## config.mk

```make
export PLATFORM = sky130hd
export DESIGN_NAME = txdir_uart_tx
export DESIGN_NICKNAME = d
export VERILOG_FILES = /design/src/rtl/txdir_pkg.sv /design/src/rtl/txdir_fifo.sv /design/src/rtl/txdir_shifter.sv /design/src/rtl/txdir_dirctl.sv /design/src/rtl/txdir_uart_tx.sv
export SDC_FILE = /design/constraint.sdc
export NUM_CORES = 1
export LEC_CHECK = 0
export ABC_CLOCK_PERIOD_IN_PS = 3300
export BUFFER_PORTS_ARGS = -buffer_cell sky130_fd_sc_hd__clkbuf_2
export CAP_MARGIN = 40
export CELL_PAD_IN_SITES_DETAIL_PLACEMENT = 0
export CELL_PAD_IN_SITES_GLOBAL_PLACEMENT = 2
export CORE_ASPECT_RATIO = 1.2
export CORE_MARGIN = 2
export CORE_UTILIZATION = 40
export CTS_CLUSTER_DIAMETER = 100
export DETAILED_ROUTE_END_ITERATION = 6
export PLACE_DENSITY = 0.69
export SLEW_MARGIN = 40
export SYNTH_ARGS = -nofsm -noshare
export SYNTH_HDL_FRONTEND = slang
export SYNTH_SLANG_ARGS = --single-unit
export TNS_END_PERCENT = 50
```

## constraint.sdc

```tcl
create_clock -name clk -period 3.3 [get_ports clk]
set_clock_uncertainty 0.2 [all_clocks]
set_input_delay 0.33 -clock clk [delete_from_list [all_inputs] [get_ports clk]]
set_output_delay 0.33 -clock clk [all_outputs]
set_load 0.005 [all_outputs]
```

## src/rtl/txdir_pkg.sv

```systemverilog
`timescale 1ns/1ps
package txdir_pkg;

    localparam int unsigned DATA_W   = 8;
    localparam int unsigned FRAME_W  = DATA_W + 2;
    localparam int unsigned BITIDX_W = $clog2(FRAME_W);

    typedef logic [DATA_W-1:0]   data_t;
    typedef logic [FRAME_W-1:0]  frame_t;
    typedef logic [BITIDX_W-1:0] bitidx_t;

    // Shifter state: frame bits still to send sit LSB-first in shreg.
    typedef struct packed {
        logic    busy;
        bitidx_t bit_idx;
        frame_t  shreg;
    } shift_st_t;

    // Driver-direction state: OFF releases the bus, DRIVE holds it,
    // TAIL holds it for one more bit time after the last stop bit.
    typedef enum logic [1:0] {
        DIR_OFF   = 2'd0,
        DIR_DRIVE = 2'd1,
        DIR_TAIL  = 2'd2
    } dir_state_e;

    function automatic frame_t build_frame(input data_t d);
        return {1'b1, d, 1'b0};
    endfunction

    function automatic logic is_stop_bit(input bitidx_t idx);
        return idx == bitidx_t'(FRAME_W - 1);
    endfunction

endpackage

```

## src/rtl/txdir_fifo.sv

```systemverilog
`timescale 1ns/1ps
module txdir_fifo
    import txdir_pkg::*;
#(
    parameter int unsigned DEPTH = 16
) (
    input  logic  clk,
    input  logic  rst,
    input  logic  push_req,
    input  data_t push_data,
    input  logic  pop,
    output data_t rd_data,
    output logic  empty,
    output logic  accept,
    output logic  drain,
    output logic  drop
);
    localparam int unsigned AW = (DEPTH > 1) ? $clog2(DEPTH) : 1;
    localparam int unsigned CW = $clog2(DEPTH + 1);

    data_t          mem [DEPTH];
    logic [AW-1:0]  wr_ptr, rd_ptr;
    logic [CW-1:0]  count;
    logic           full;
    logic           drop_q;

    function automatic logic [AW-1:0] ptr_next(input logic [AW-1:0] p);
        return (p == AW'(DEPTH - 1)) ? '0 : p + 1'b1;
    endfunction

    assign full    = (count == CW'(DEPTH));
    assign empty   = (count == '0);
    assign accept  = push_req && !full;
    assign drain   = pop && !accept && (count == CW'(1));
    assign rd_data = mem[rd_ptr];
    assign drop    = drop_q;

    always_ff @(posedge clk) begin
        if (accept) begin
            mem[wr_ptr] <= push_data;
        end
    end

    always_ff @(posedge clk) begin
        if (rst) begin
            wr_ptr <= '0;
            rd_ptr <= '0;
            count  <= '0;
            drop_q <= 1'b0;
        end else begin
            drop_q <= push_req && full;
            if (accept) wr_ptr <= ptr_next(wr_ptr);
            if (pop)    rd_ptr <= ptr_next(rd_ptr);
            case ({accept, pop})
                2'b10:   count <= count + 1'b1;
                2'b01:   count <= count - 1'b1;
                default: count <= count;
            endcase
        end
    end

    // a rejected write must leave the queue occupancy untouched
    p_drop_keeps_count_r3: assert property (@(posedge clk) disable iff (rst)
        (push_req && full && !pop) |=> (count == $past(count)));

    // rejected write raises the drop flag next cycle
    p_drop_flag_r3: assert property (@(posedge clk) disable iff (rst)
        (push_req && full) |=> drop);

    p_no_overflow_r3: assert property (@(posedge clk) disable iff (rst)
        count <= CW'(DEPTH));

endmodule

```

## src/rtl/txdir_shifter.sv

```systemverilog
`timescale 1ns/1ps
module txdir_shifter
    import txdir_pkg::*;
(
    input  logic  clk,
    input  logic  rst,
    input  logic  tick,
    input  logic  q_empty,
    input  data_t q_data,
    output logic  pop,
    output logic  done,
    output logic  busy,
    output logic  txd
);
    shift_st_t st;
    logic      at_stop;

    assign at_stop = is_stop_bit(st.bit_idx);
    assign pop     = tick && !q_empty && (!st.busy || at_stop);
    assign done    = tick && st.busy && at_stop && q_empty;
    assign busy    = st.busy;
    assign txd     = st.busy ? st.shreg[0] : 1'b1;

    always_ff @(posedge clk) begin
        if (rst) begin
            st <= '{busy: 1'b0, bit_idx: '0, shreg: '1};
        end else if (tick) begin
            if (pop) begin
                st <= '{busy: 1'b1, bit_idx: '0, shreg: build_frame(q_data)};
            end else if (st.busy) begin
                if (at_stop) begin
                    st.busy <= 1'b0;
                end else begin
                    st.shreg   <= {1'b1, st.shreg[FRAME_W-1:1]};
                    st.bit_idx <= st.bit_idx + 1'b1;
                end
            end
        end
    end

    // every frame opens with a low start bit
    p_start_low_r2: assert property (@(posedge clk) disable iff (rst)
        $rose(busy) |-> !txd);

    // the line only moves on a bit boundary
    p_bit_hold_r2: assert property (@(posedge clk) disable iff (rst)
        !tick |=> $stable(txd));

endmodule

```

## src/rtl/txdir_dirctl.sv

```systemverilog
`timescale 1ns/1ps
module txdir_dirctl
    import txdir_pkg::*;
(
    input  logic clk,
    input  logic rst,
    input  logic auto_en,
    input  logic wr_acc,
    input  logic tick,
    input  logic done,
    input  logic drain,
    input  logic ack,
    output logic dir_n,
    output logic irq
);
    dir_state_e st;
    logic       irq_q;
    logic       set_evt;

    assign dir_n   = (st == DIR_OFF);
    assign irq     = irq_q;
    assign set_evt = auto_en ? done : drain;

    always_ff @(posedge clk) begin
        if (rst || !auto_en) begin
            st <= DIR_OFF;
        end else if (wr_acc) begin
            st <= DIR_DRIVE;
        end else begin
            case (st)
                DIR_DRIVE: if (done) st <= DIR_TAIL;
                DIR_TAIL:  if (tick) st <= DIR_OFF;
                default:   st <= st;
            endcase
        end
    end

    always_ff @(posedge clk) begin
        if (rst) begin
            irq_q <= 1'b0;
        end else if (wr_acc) begin
            irq_q <= 1'b0;
        end else if (set_evt) begin
            irq_q <= 1'b1;
        end else if (ack) begin
            irq_q <= 1'b0;
        end
    end

    // an accepted byte grabs the bus on the next cycle
    p_dir_low_after_write_r5: assert property (@(posedge clk) disable iff (rst)
        (auto_en && wr_acc) |=> !dir_n);

    // standard mode never drives the direction pin
    p_std_dir_high_r11: assert property (@(posedge clk) disable iff (rst)
        !auto_en |=> dir_n);

    // a queued write always withdraws the interrupt
    p_irq_clear_r10: assert property (@(posedge clk) disable iff (rst)
        wr_acc |=> !irq);

    // standard mode flags the queue draining into the shifter
    p_std_irq_r8: assert property (@(posedge clk) disable iff (rst)
        (!auto_en && drain) |=> irq);

    // automatic mode flags only the end of the last frame
    p_auto_irq_r9: assert property (@(posedge clk) disable iff (rst)
        (auto_en && done && !wr_acc) |=> irq);

endmodule

```

## src/rtl/txdir_uart_tx.sv

```systemverilog
`timescale 1ns/1ps
module txdir_uart_tx
    import txdir_pkg::*;
#(
    parameter int unsigned FIFO_DEPTH = 16
) (
    input  logic              clk,
    input  logic              rst,
    input  logic              auto_dir_en,
    input  logic              wr_en,
    input  logic [DATA_W-1:0] wr_data,
    input  logic              irq_ack,
    input  logic              baud_tick,
    output logic              txd,
    output logic              dir_n,
    output logic              irq,
    output logic              wr_drop
);
    data_t q_data;
    logic  q_empty, q_accept, q_drain;
    logic  sh_pop, sh_done, sh_busy;

    txdir_fifo #(.DEPTH(FIFO_DEPTH)) u_fifo (
        .clk       (clk),
        .rst       (rst),
        .push_req  (wr_en),
        .push_data (wr_data),
        .pop       (sh_pop),
        .rd_data   (q_data),
        .empty     (q_empty),
        .accept    (q_accept),
        .drain     (q_drain),
        .drop      (wr_drop)
    );

    txdir_shifter u_shifter (
        .clk     (clk),
        .rst     (rst),
        .tick    (baud_tick),
        .q_empty (q_empty),
        .q_data  (q_data),
        .pop     (sh_pop),
        .done    (sh_done),
        .busy    (sh_busy),
        .txd     (txd)
    );

    txdir_dirctl u_dirctl (
        .clk     (clk),
        .rst     (rst),
        .auto_en (auto_dir_en),
        .wr_acc  (q_accept),
        .tick    (baud_tick),
        .done    (sh_done),
        .drain   (q_drain),
        .ack     (irq_ack),
        .dir_n   (dir_n),
        .irq     (irq)
    );

    // once driving in automatic mode, a busy shifter keeps the bus held
    p_hold_while_busy_r6: assert property (@(posedge clk) disable iff (rst)
        (auto_dir_en && sh_busy && !dir_n) |=> (!dir_n || !auto_dir_en));

    // a frame ending with data queued restarts immediately
    p_no_gap_r4: assert property (@(posedge clk) disable iff (rst)
        (sh_busy && sh_pop) |=> (sh_busy && !txd));

endmodule

```

==> flow_metrics.py, run 1 <==
metrics = {
    "clock_network": {
        "clk-insertion-delay-late_ps": 420,
        "cts_root_buffer": "clkbuf_16",
        "tritoncts_clock_tree": "done",
        "tritoncts.num_buffers": 17,
        "tritoncts_num_sinks": 164,
        "post-cts-setup-buffer-count": 0,
        "cts.repair.resized": 0,
        "clock_pin_slew_worst_setup_and_hold_paths_ps": 70,
        "clock_tree.buffer_depth": 2,
        "htree_num_levels": 4,
        "quantity_of_hold_fixing_buffers_added_after_cts": 0,
    },
    "die": {
        "floorplan.io_pins": 18,
        "num_rows": 52,
        "dieWidth_microns": 123,
        "dieArea_sq_mm": 0.0180,
        "placeableCoreArea_sq_mm": 0.0167,
        "die_height_microns": 147,
        "effective_utilization_at_floorplan_pct": 40.5,
    },
    "routing": {
        "route.detailed.vias_per_inst": 5.30,
        "detailedRoute.firstIterationViolations": 243,
        "drt-pass1-iter-count": 4,
        "drc": 0,
        "num_vias": 3675,
        "drt_wl_total_mm": 13.5,
        "wire_per_inst_microns": 19.5,
        "detail-route-antenna-nets": 0,
    },
    "synth": {
        "ys_ff_latch": 164,
        "dominantRegCellSynth": "edfxtp_1",
        "ys_warn_count": 0,
        "gate_count_after_technology_mapping": 420,
        "post_synth.cell_area_avg_sq_um": 16.1,
        "async_set_reset_flop_share_out_of_synthesis_pct": 0,
        "synth-seq-area-share_pct": 67.4,
        "post_synth_num_cell_types": 56,
        "net_count_after_synthesis": 449,
        "synthesized_area_sq_mm": 0.00677,
        "synth-edff-count": 128,
    },
    "critical_path": {
        "critical_path_class": "register to register",
        "worst_ep_arrival_time_ps": 3200,
        "worst_setup_path_end_kind": "register",
        "critPathRequiredTime_ps": 3390,
        "cp-start-kind": "register",
        "cp_max_fo": 5,
    },
    "worst_hold_path": {
        "min-delay-path-class": "primary input to register",
    },
    "layout": {
        "antennaDiodeCount": 0,
        "post_route_cells_drive_above_1_share_pct": 28.3,
        "layout.core_utilization_pct": 46.7,
        "synthToLayoutAreaGrowth_pct": 15.4,
        "final_cells": 693,
        "final_design_area_no_fill_sq_mm": 0.00782,
        "layout.nets": 493,
    },
    "power": {
        "power_frac_comb_pct": 15.8,
        "ir_worst_vdd_uv": 390,
        "power_mw": 5.13,
        "powerDensity_mw_per_mm2": 656,
        "power_switching_share_pct": 26.5,
        "p_int_mw": 3.77,
        "share_seq_of_total_power_pct": 48.0,
        "sw_pwr_mw": 1.36,
        "power_frac_clock_pct": 36.2,
        "power_leakage_nw": 2.56,
    },
    "placed_design": {
        "buffer_ports.inserted": 17,
        "dp_cells": 661,
        "pre_cts_slack_ps": 198,
        "gp_congestion": 0.772,
        "postPlaceCellArea_sq_mm": 0.00726,
        "dp_hpwl_mm": 9.24,
    },
    "timing": {
        "fin_setup_tns_ps": 0,
        "worst_slack_ps": 191,
        "timing.final.setup_violations": 0,
        "max_slew_margin_pct": 56.5,
        "fin_hold_ws_ps": 7.13,
        "finalCriticalPeriod_ps": 3110,
        "final_min_period_over_clock_period_pct": 94.2,
        "achievable-frequency_mhz": 322,
        "timing.final.hold_violations": 0,
        "worstMarginPinSlew_ps": 653,
        "timing_max_transition_violations_final": 0,
        "setup_repair_after_global_routing_missed_its_margin": "no",
    },
    "outcome": {
        "status": "complete, no violations",
    },
    "grt": {
        "grt_max_degree": 31,
        "globalRouteTotalUtil_pct": 16.6,
        "antenna_violations_before_repair": 0,
        "via_count_of_the_first_global_routing_pass": 3912,
        "grt_overflow": 0,
        "grt_first_pass_wirelength_mm": 21.9,
    },
    "run": {
        "maxCapViolations": 0,
    },
}
## synthesized netlist by cell type (3+ instances only)
cell        n  area share [%]
dfxtp_1    36              11
a211oi_1   11             1.2
o21ai_0     4            0.30
mux4_2     32              11
buf_2       4            0.30
mux2i_1     3            0.44
inv_1      12            0.67
clkbuf_1   13            0.72
nor2_1     22             1.2
nor3_1      7            0.52
nand2b_1    4            0.37
mux2_2     14             2.3
ha_1       15             2.8
nand2_1    25             1.4
and3_1      3            0.28
a41oi_1     7            0.91
a21oi_1    15             1.1
nand3_1    12            0.89
xor2_1      4            0.52
and2_1      3            0.28
edfxtp_1  128              57
o31ai_1     4            0.44
## registers in the layout (all words and copies together) (netlist names), named ones only
name / flops
u_fifo.mem: 128
u_shifter.st: 14
u_dirctl.st: 2
u_dirctl.irq: 1
u_fifo.wr_ptr: 4
u_fifo.rd_ptr: 4
u_fifo.drop: 1
u_fifo.count: 5
u_shifter.busy: 1
## layout make-up
class	instances	area (sq um)
Fill cell	1441	8910
Sequential cell	164	4570
Multi-Input combinational cell	221	2050
Clock buffer	18	429
Timing Repair Buffer	47	323
Tap cell	216	270
Clock inverter	14	128
Inverter	13	48.8
## worst max-delay path, stage by stage, from the launching register on
cell and delay (ps):
dfxtp_1 330, inv_1 120, ha_1 200, or4bb_2 670, and2_1 200, inv_1 70, ha_1 210, or4bb_2 620
a21oi_1 170, xnor2_1 130, nor2_1 50
## kinds of logic after synthesis
group / Yosys count / synth area share [%]
adder cells (fa/ha/maj): 15 / 2.77
AND/OR/NAND/NOR: 97 / 7.61
AO/OA/AOI/OAI: 54 / 5.64
buffers and inverters: 35 / 2.38
flip-flops: 164 / 67.4
XOR/XNOR: 6 / 0.776
multiplexers: 49 / 13.4
## power groups by stage
| stage | logic [mW] | registers (mW) | clock network [mW] |
|---|---|---|---|
| 2_1_floorplan | 0.618 | 2.44 | 0 |
| 6_report | 0.808 | 2.46 | 1.86 |
| 3_5_place_dp | 0.817 | 2.51 | 0 |
| 5_1_grt | 0.903 | 2.48 | 2.00 |
| 4_1_cts | 0.823 | 2.46 | 1.90 |
| 3_3_place_gp | 0.811 | 2.50 | 0 |
## placed cells by master, fill, tap and decap left out, drive strengths merged, types with 3 or more instances in the layout
cell type | Yosys | layout
or3 | 3 | 3
a41oi | 7 | 7
clkinv | 1 | 4
clkinvlp | 0 | 5
mux2i | 3 | 3
nand2 | 25 | 25
edfxtp | 128 | 128
nand2b | 4 | 4
nor2 | 22 | 22
mux2 | 14 | 14
clkbuf | 14 | 35
a211oi | 11 | 11
ha | 15 | 15
dfxtp | 36 | 36
inv | 12 | 17
buf | 8 | 30
and3 | 3 | 3
and2 | 3 | 3
nor3 | 7 | 7
nand3 | 12 | 12
o31ai | 4 | 4
mux4 | 32 | 32
o21ai | 4 | 4
xor2 | 4 | 4
a21oi | 15 | 15
## routing by layer
metal / global-route usage [%] / vias up / share of wire [%]
met4: 5.34 / 0 / 1.4
met5: 0 / - / 0
met2: 26.9 / 48 / 51
met1: 21.9 / 1881 / 45
li1: - / 1732 / -
met3: 3.87 / 14 / 2.3
## final timing paths
path,start,end,depth (start not counted),slack (ps)
worst min register to register,u_shifter.st[9],u_shifter.st[9],1,240
worst max register to register,u_fifo.count[1],u_fifo.count[4],10,190
worst min-delay path,wr_en,u_fifo.drop,2,7
worst max-delay path,u_fifo.count[1],u_fifo.count[4],10,190
Note: power is estimated with default switching activity, not from simulation.
==> inputs of run 2 (changes only) <==
--- a/config.mk
+++ b/config.mk
@@ -5,17 +5,17 @@
 export SDC_FILE = /design/constraint.sdc
 export NUM_CORES = 1
 export LEC_CHECK = 0
+export ABC_AREA = 1
 export ABC_CLOCK_PERIOD_IN_PS = 3300
 export BUFFER_PORTS_ARGS = -buffer_cell sky130_fd_sc_hd__clkbuf_2
 export CAP_MARGIN = 40
 export CELL_PAD_IN_SITES_DETAIL_PLACEMENT = 0
 export CELL_PAD_IN_SITES_GLOBAL_PLACEMENT = 2
 export CORE_ASPECT_RATIO = 1.2
-export CORE_MARGIN = 2
-export CORE_UTILIZATION = 40
+export CORE_UTILIZATION = 36
 export CTS_CLUSTER_DIAMETER = 100
 export DETAILED_ROUTE_END_ITERATION = 6
-export PLACE_DENSITY = 0.69
+export PLACE_DENSITY = 0.72
 export SLEW_MARGIN = 40
 export SYNTH_ARGS = -nofsm -noshare
 export SYNTH_HDL_FRONTEND = slang
==> run 2 against run 1 <==
  * Worst setup slack improved by 460 ps
  * Cell area is 5.3% higher
  * Clock power increased by 6%
  * Worst hold slack improved by 79 ps
  * Non-clock buffer count down 23
  * Power is 13% higher
  * Sequential share of layout area down 2.9 points
  * Synthesized area grew 8.4%
  * Critical endpoint is now u_fifo.count[2]
  * Highest routed layer unchanged
==> flow_metrics.py, run 2 <==
metrics = {
    "layout": {
        "post_route_cells_drive_above_1_share_pct": 7.98,
        "regMostFlops": "u_fifo.mem",
        "most_frequent_standard_cell_in_the_layout_excluding_fill_and_tap_cells": "nand2_1",
        "mostFrequentLayoutCells": "nand2_1, edfxtp_1, inv_1, nand3_1, dfxtp_1",
        "reg_top3": "u_fifo.mem (128), u_shifter.st (14), u_fifo.count (5)",
        "largest_register_ffs": 128,
        "synthToLayoutAreaGrowth_pct": 12.1,
        "antennaDiodeCount": 0,
        "final.fill_count": 1974,
        "layout.nets": 818,
        "layout.core_utilization_pct": 41.6,
    },
    "die": {
        "num_rows": 56,
        "dieWidth_microns": 132,
        "floorplan.io_pins": 18,
        "dieArea_sq_mm": 0.0210,
        "die_height_microns": 158,
        "placeableCoreArea_sq_mm": 0.0198,
        "effective_utilization_at_floorplan_pct": 37.1,
    },
    "routing": {
        "route.detailed.vias_per_inst": 4.62,
        "detail-route-antenna-nets": 0,
        "wire_per_inst_microns": 16.0,
        "num_vias": 4915,
        "detailedRoute.firstIterationViolations": 326,
        "drt-pass1-iter-count": 5,
        "drt_wl_total_mm": 17.0,
        "drc": 0,
    },
    "synth": {
        "synth_top_cells_by_area": "edfxtp_1, nand2_1, dfxtp_1",
        "synthesized_area_sq_mm": 0.00734,
        "ys_warn_count": 0,
        "synth-seq-area-share_pct": 62.2,
        "post_synth_num_cell_types": 31,
        "gate_count_after_technology_mapping": 776,
        "dominantRegCellSynth": "edfxtp_1",
        "net_count_after_synthesis": 805,
        "ys_ff_latch": 164,
        "post-synth-top-count-cell": "nand2_1",
        "synth_top_cell_by_area": "edfxtp_1",
        "synth_largest_type_area_fraction_pct": 52.4,
        "synth-edff-count": 128,
        "synth_common_cells": "nand2_1, edfxtp_1, inv_1, nand3_1, dfxtp_1",
        "async_set_reset_flop_share_out_of_synthesis_pct": 0,
        "post_synth.cell_area_avg_sq_um": 9.46,
    },
    "timing": {
        "worstMarginPinSlew_ps": 838,
        "fin_hold_ws_ps": 85.8,
        "final_min_period_over_clock_period_pct": 80.2,
        "fin_setup_tns_ps": 0,
        "setup_repair_after_global_routing_missed_its_margin": "no",
        "timing_max_transition_violations_final": 0,
        "worst_slack_ps": 653,
        "timing.final.setup_violations": 0,
        "achievable-frequency_mhz": 378,
        "max_slew_margin_pct": 43.9,
        "finalCriticalPeriod_ps": 2650,
        "timing.final.hold_violations": 0,
    },
    "critical_path": {
        "critical-path-max-stage-delay_ps": 390,
        "cp_max_fo": 12,
        "r2r.worst_path.cells": 11,
        "worst_setup_path_end_kind": "register",
        "worst_path_most_repeated_cell": "inv_1",
        "endpoint_of_the_lowest_slack_register_to_register_path": "u_fifo.count[2]",
        "r2r-start": "u_fifo.count[0]",
        "timing.critical_path.cells": "inv_1 -> ha_1 -> nand3_2 -> nand3_2 -> inv_1 -> ha_1 -> inv_1 -> o21ai_0 -> o21bai_1 -> o21ai_0 -> a21oi_1",
        "reg2reg_setup_slack_ps": 650,
        "critPathRequiredTime_ps": 3460,
        "cp.depth": 11,
        "cp-start-kind": "register",
        "cpMaxStageDelayCell": "ha_1",
        "worst_path_dominant_cell_family": "adder cells",
        "cp-startpoint": "u_fifo.count[0]",
        "worst_ep_arrival_time_ps": 2800,
        "crit_end": "u_fifo.count[2]",
        "critical_path_class": "register to register",
        "crit_buf_inv": 3,
    },
    "placed_design": {
        "buffer_ports.inserted": 17,
        "pre_cts_slack_ps": 645,
        "gp_congestion": 0.846,
        "dp_hpwl_mm": 11.4,
    },
    "outcome": {
        "status": "complete, no violations",
    },
    "grt": {
        "grt_overflow": 0,
        "grt_max_degree": 65,
        "via_count_of_the_first_global_routing_pass": 4889,
        "globalRouteTotalUtil_pct": 17.4,
        "antenna_violations_before_repair": 0,
        "grt_first_pass_wirelength_mm": 26.6,
    },
    "clock_network": {
        "cts_root_buffer": "clkbuf_16",
        "clk-insertion-delay-late_ps": 420,
        "htree_num_levels": 4,
        "clock_tree.buffer_depth": 2,
        "tritoncts.num_buffers": 17,
        "cts.repair.resized": 0,
        "clock_pin_slew_worst_setup_and_hold_paths_ps": 60,
        "tritoncts_num_sinks": 164,
        "tritoncts_clock_tree": "done",
    },
    "worst_hold_path": {
        "min-delay-path-class": "primary input to register",
    },
    "power": {
        "ir_worst_vdd_uv": 335,
        "powerDensity_mw_per_mm2": 706,
        "power_leakage_nw": 3.47,
    },
    "run": {
        "maxCapViolations": 0,
    },
}
-- run 2: worst min-delay path by stage --
stage	startpoint	end	slack, ps	cells past startpoint
after floorplan	u_shifter.st[9]	u_shifter.st[9]	220	2
after global placement	u_shifter.st[9]	u_shifter.st[9]	240	2
after detailed placement	u_shifter.st[9]	u_shifter.st[9]	240	2
after CTS	irq_ack	u_dirctl.irq	70	4
after global routing	baud_tick	u_shifter.busy	120	4
final	irq_ack	u_dirctl.irq	90	4
-- run 2: logic make-up (layout without fill, tap and decap cells) --
group,Yosys count,count (layout),synth area share (%)
adder cells (fa/ha/maj),15,15,2.56
XOR/XNOR,5,5,0.597
AND/OR/NAND/NOR,392,392,22.3
flip-flops,164,164,62.2
buffers and inverters,158,184,9.17
AO/OA/AOI/OAI,42,42,3.21
-- run 2: repair_timing --
item | 4_1_cts | 5_1_grt
hold buffers | 2 | 0
hold endpoints to repair | 4 | 0
buffers inserted | 0 | 0
-- run 2: power breakdown --
group          internal [mW]  switching [mW]  leakage (nW)  total (mW)
clock network           1.19           0.791         0.273        1.98
registers               2.35          0.0688          1.45        2.42
logic                  0.408           0.994          1.75        1.40
total                   3.95            1.85          3.47        5.80
-- run 2: cell type report --
class                   instances  area (sq um)  share of cell area [%]
clock inverters                12           156                    1.90
multi-input cells             454          2100                    25.6
clock buffers                  20           437                    5.31
flip-flops and latches        164          4570                    55.5
repair buffers                 24           155                    1.89
well taps                     261           327                    3.97
inverters                     128           480                    5.84
-- run 2: through the flow --
stage	total power, mW	area (sq um)	cells
6_report	5.80	8230	1063
5_1_grt	6.15	8230	1063
4_1_cts	5.88	8220	1063
3_5_place_dp	3.88	7610	1029
3_3_place_gp	3.88	7610	1029
2_1_floorplan	3.51	7340	776
-- run 2: layer usage --
layer	part of all wire, %	routed length [microns]	GRT usage, %
met2	50	8500	30.6
met3	2.3	384	2.39
met4	3.1	532	8.92
met1	45	7570	20.8
met5	0	0	0
-- run 2: worst register-to-register path, cell delays in order (launching register included) --
cell and delay, ps:
dfxtp_1 360, inv_1 110, ha_1 240, nand3_2 100
nand3_2 150, inv_1 320, ha_1 390, inv_1 100
o21ai_0 220, o21bai_1 160, o21ai_0 90, a21oi_1 140
==> inputs of run 3 (changes only) <==
--- a/config.mk
+++ b/config.mk
@@ -6,7 +6,7 @@
 export NUM_CORES = 1
 export LEC_CHECK = 0
 export ABC_AREA = 1
-export ABC_CLOCK_PERIOD_IN_PS = 3300
+export ABC_CLOCK_PERIOD_IN_PS = 2400
 export BUFFER_PORTS_ARGS = -buffer_cell sky130_fd_sc_hd__clkbuf_2
 export CAP_MARGIN = 40
 export CELL_PAD_IN_SITES_DETAIL_PLACEMENT = 0
==> constraint.sdc (replaced) <==
create_clock -name clk -period 2.4 [get_ports clk]
set_clock_uncertainty 0.2 [all_clocks]
set_input_delay 0.24 -clock clk [delete_from_list [all_inputs] [get_ports clk]]
set_output_delay 0.24 -clock clk [all_outputs]
set_load 0.005 [all_outputs]
==> run 3 against run 2 <==
  * The flow now finishes with violations (DRC)
  * Wire length rose by 4.3%
  * Clock power up 24%
  * Power grew 34%
  * First-iteration DRC count is 14% higher
  * Die area did not move
  * Critical endpoint is now u_fifo.mem[14][0]
  * Highest routed layer unchanged
==> flow_metrics.py, run 3 (synthesized netlist as in run 2, its figures left out) <==
metrics = {
    "timing": {
        "worst_slack_ps": 194,
        "max_slew_margin_pct": 57.4,
        "timing.final.hold_violations": 0,
        "achievable-frequency_mhz": 453,
        "fin_setup_tns_ps": 0,
        "setup_repair_after_global_routing_missed_its_margin": "no",
        "timing_max_transition_violations_final": 0,
        "finalCriticalPeriod_ps": 2210,
        "worstMarginPinSlew_ps": 639,
        "final_min_period_over_clock_period_pct": 91.9,
        "timing.final.setup_violations": 0,
    },
    "power": {
        "share_seq_of_total_power_pct": 42.7,
        "power_frac_clock_pct": 31.4,
        "powerDensity_mw_per_mm2": 934,
        "power_switching_share_pct": 32.6,
        "p_int_mw": 5.26,
        "sw_pwr_mw": 2.55,
        "ir_worst_vdd_uv": 540,
        "power_frac_comb_pct": 25.8,
        "power_leakage_nw": 3.61,
    },
    "clock_network": {
        "clk-insertion-delay-late_ps": 420,
        "clock_pin_slew_worst_setup_and_hold_paths_ps": 60,
        "cts_root_buffer": "clkbuf_16",
        "htree_num_levels": 4,
        "tritoncts.num_buffers": 17,
        "cts.repair.resized": 0,
        "tritoncts_clock_tree": "done",
        "quantity_of_hold_fixing_buffers_added_after_cts": 4,
        "tritoncts_num_sinks": 164,
        "post-cts-setup-buffer-count": 0,
        "clock_tree.buffer_depth": 2,
    },
    "die": {
        "placeableCoreArea_sq_mm": 0.0198,
        "dieWidth_microns": 132,
        "num_rows": 56,
        "effective_utilization_at_floorplan_pct": 37.1,
        "dieArea_sq_mm": 0.0210,
        "floorplan.io_pins": 18,
        "die_height_microns": 158,
    },
    "critical_path": {
        "crit_buf_inv": 4,
        "worst_ep_arrival_time_ps": 2130,
        "timing.critical_path.cells": "inv_1 -> ha_1 -> nand3_1 -> nand2_2 -> buf_4 -> inv_1 -> nand2_1 -> nor2_1 -> buf_4",
        "worst_setup_path_end_kind": "register",
        "cp_max_fo": 9,
        "critPathRequiredTime_ps": 2320,
        "critical_path_class": "register to register",
        "cpMaxStageDelayCell": "dfxtp_1",
        "cp-start-kind": "register",
        "critical-path-max-stage-delay_ps": 350,
        "worst_path_dominant_cell_family": "buffers and inverters",
    },
    "grt": {
        "grt_max_degree": 65,
        "grt_first_pass_wirelength_mm": 27.6,
        "antenna_violations_before_repair": 0,
        "globalRouteTotalUtil_pct": 18.0,
        "via_count_of_the_first_global_routing_pass": 5074,
        "grt_overflow": 0,
    },
    "placed_design": {
        "gp_congestion": 0.790,
        "buffer_ports.inserted": 17,
        "dp_cells": 1052,
        "pre_cts_slack_ps": 180,
        "dp_hpwl_mm": 12.1,
    },
    "layout": {
        "largest_register_ffs": 128,
        "antennaDiodeCount": 0,
        "layout.nets": 843,
        "most_frequent_standard_cell_in_the_layout_excluding_fill_and_tap_cells": "nand2_1",
        "post_route_cells_drive_above_1_share_pct": 10.9,
        "regMostFlops": "u_fifo.mem",
        "reg_top3": "u_fifo.mem (128), u_shifter.st (14), u_fifo.count (5)",
        "final_cells": 1088,
        "synthToLayoutAreaGrowth_pct": 13.8,
        "final.fill_count": 1996,
        "mostFrequentLayoutCells": "nand2_1, edfxtp_1, inv_1, nand3_1, dfxtp_1",
    },
    "routing": {
        "route.met3.wl_microns": 556,
        "drt_wl_total_mm": 17.7,
        "detailedRoute.firstIterationViolations": 372,
        "detail-route-antenna-nets": 0,
        "wire_per_inst_microns": 16.3,
        "drc": 3,
        "met2_layer_wire_length_in_the_routed_design_mm": 9.07,
        "met1_length_mm": 7.68,
        "num_vias": 5086,
        "drt-pass1-iter-count": 7,
        "maxUsedRoutingLayer": "met4",
        "route.detailed.vias_per_inst": 4.67,
    },
    "outcome": {
        "status": "complete, but fails checks",
        "violations_in_the_final_reports": "DRC",
    },
    "worst_hold_path": {
        "min-delay-path-class": "primary input to register",
    },
    "run": {
        "maxCapViolations": 0,
    },
}
## run 3: cell count changes in the layout (fill, tap and decap cells not counted), moves of 3 or more
cell,change
clkinvlp_4,-4
inv_4,+3
bufinv_16,-3
buf_4,+23
clkbuf_8,+3
clkinv_2,+5
## run 3: power by group through the flow
stage          Sequential (mW)  Combinational, mW  Clock [mW]
2_1_floorplan             3.36               1.47           0
3_3_place_gp              3.39               2.04           0
3_5_place_dp              3.39               2.04           0
4_1_cts                   3.33               2.05        2.51
5_1_grt                   3.35               2.29        2.61
6_report                  3.33               2.02        2.45
## run 3: path summary, 6_finish.rpt
path                            cells past startpoint                end  slack, ps             from
worst min-delay path                                3     u_shifter.busy         50              rst
worst max register to register                      9  u_fifo.mem[14][0]        190  u_fifo.count[0]
worst max-delay path                                9  u_fifo.mem[14][0]        190  u_fifo.count[0]
worst min register to register                      2    u_shifter.st[9]        260  u_shifter.st[9]
## run 3: layout make-up
cell class / instances / area (sq um) / area share (%)
clock buffers: 23 / 480 / 5.75
flip-flops and latches: 164 / 4570 / 54.6
well taps: 261 / 327 / 3.91
multi-input cells: 454 / 2100 / 25.2
repair buffers: 49 / 348 / 4.16
clock inverters: 9 / 52.6 / 0.629
inverters: 128 / 480 / 5.75
## run 3: per-stage QoR
step / power (mW) / utilization, % / hold WS, ps / instance area [sq um]
5_1_grt: 8.25 / 42.3 / 88.0 / 8360
2_1_floorplan: 4.83 / - / 135 / 7340
3_5_place_dp: 5.44 / 39.4 / 238 / 7780
4_1_cts: 7.89 / 42.3 / 45.6 / 8360
6_report: 7.80 / 42.3 / 49.1 / 8360
3_3_place_gp: 5.43 / 39.4 / 235 / 7780
## run 3: per-layer routing
metal / track usage (%) / vias up
met5: 0 / -
met4: 8.05 / 0
met1: 20.9 / 2401
li1: - / 2563
met3: 2.48 / 21
met2: 33.0 / 101
## run 3: worst reg2reg max path, stage by stage, from the launching register on
cell and delay [ps]:
dfxtp_1 350, inv_1 110, ha_1 230, nand3_1 120, nand2_2 70, buf_4 160
inv_1 120, nand2_1 210, nor2_1 160, buf_4 190
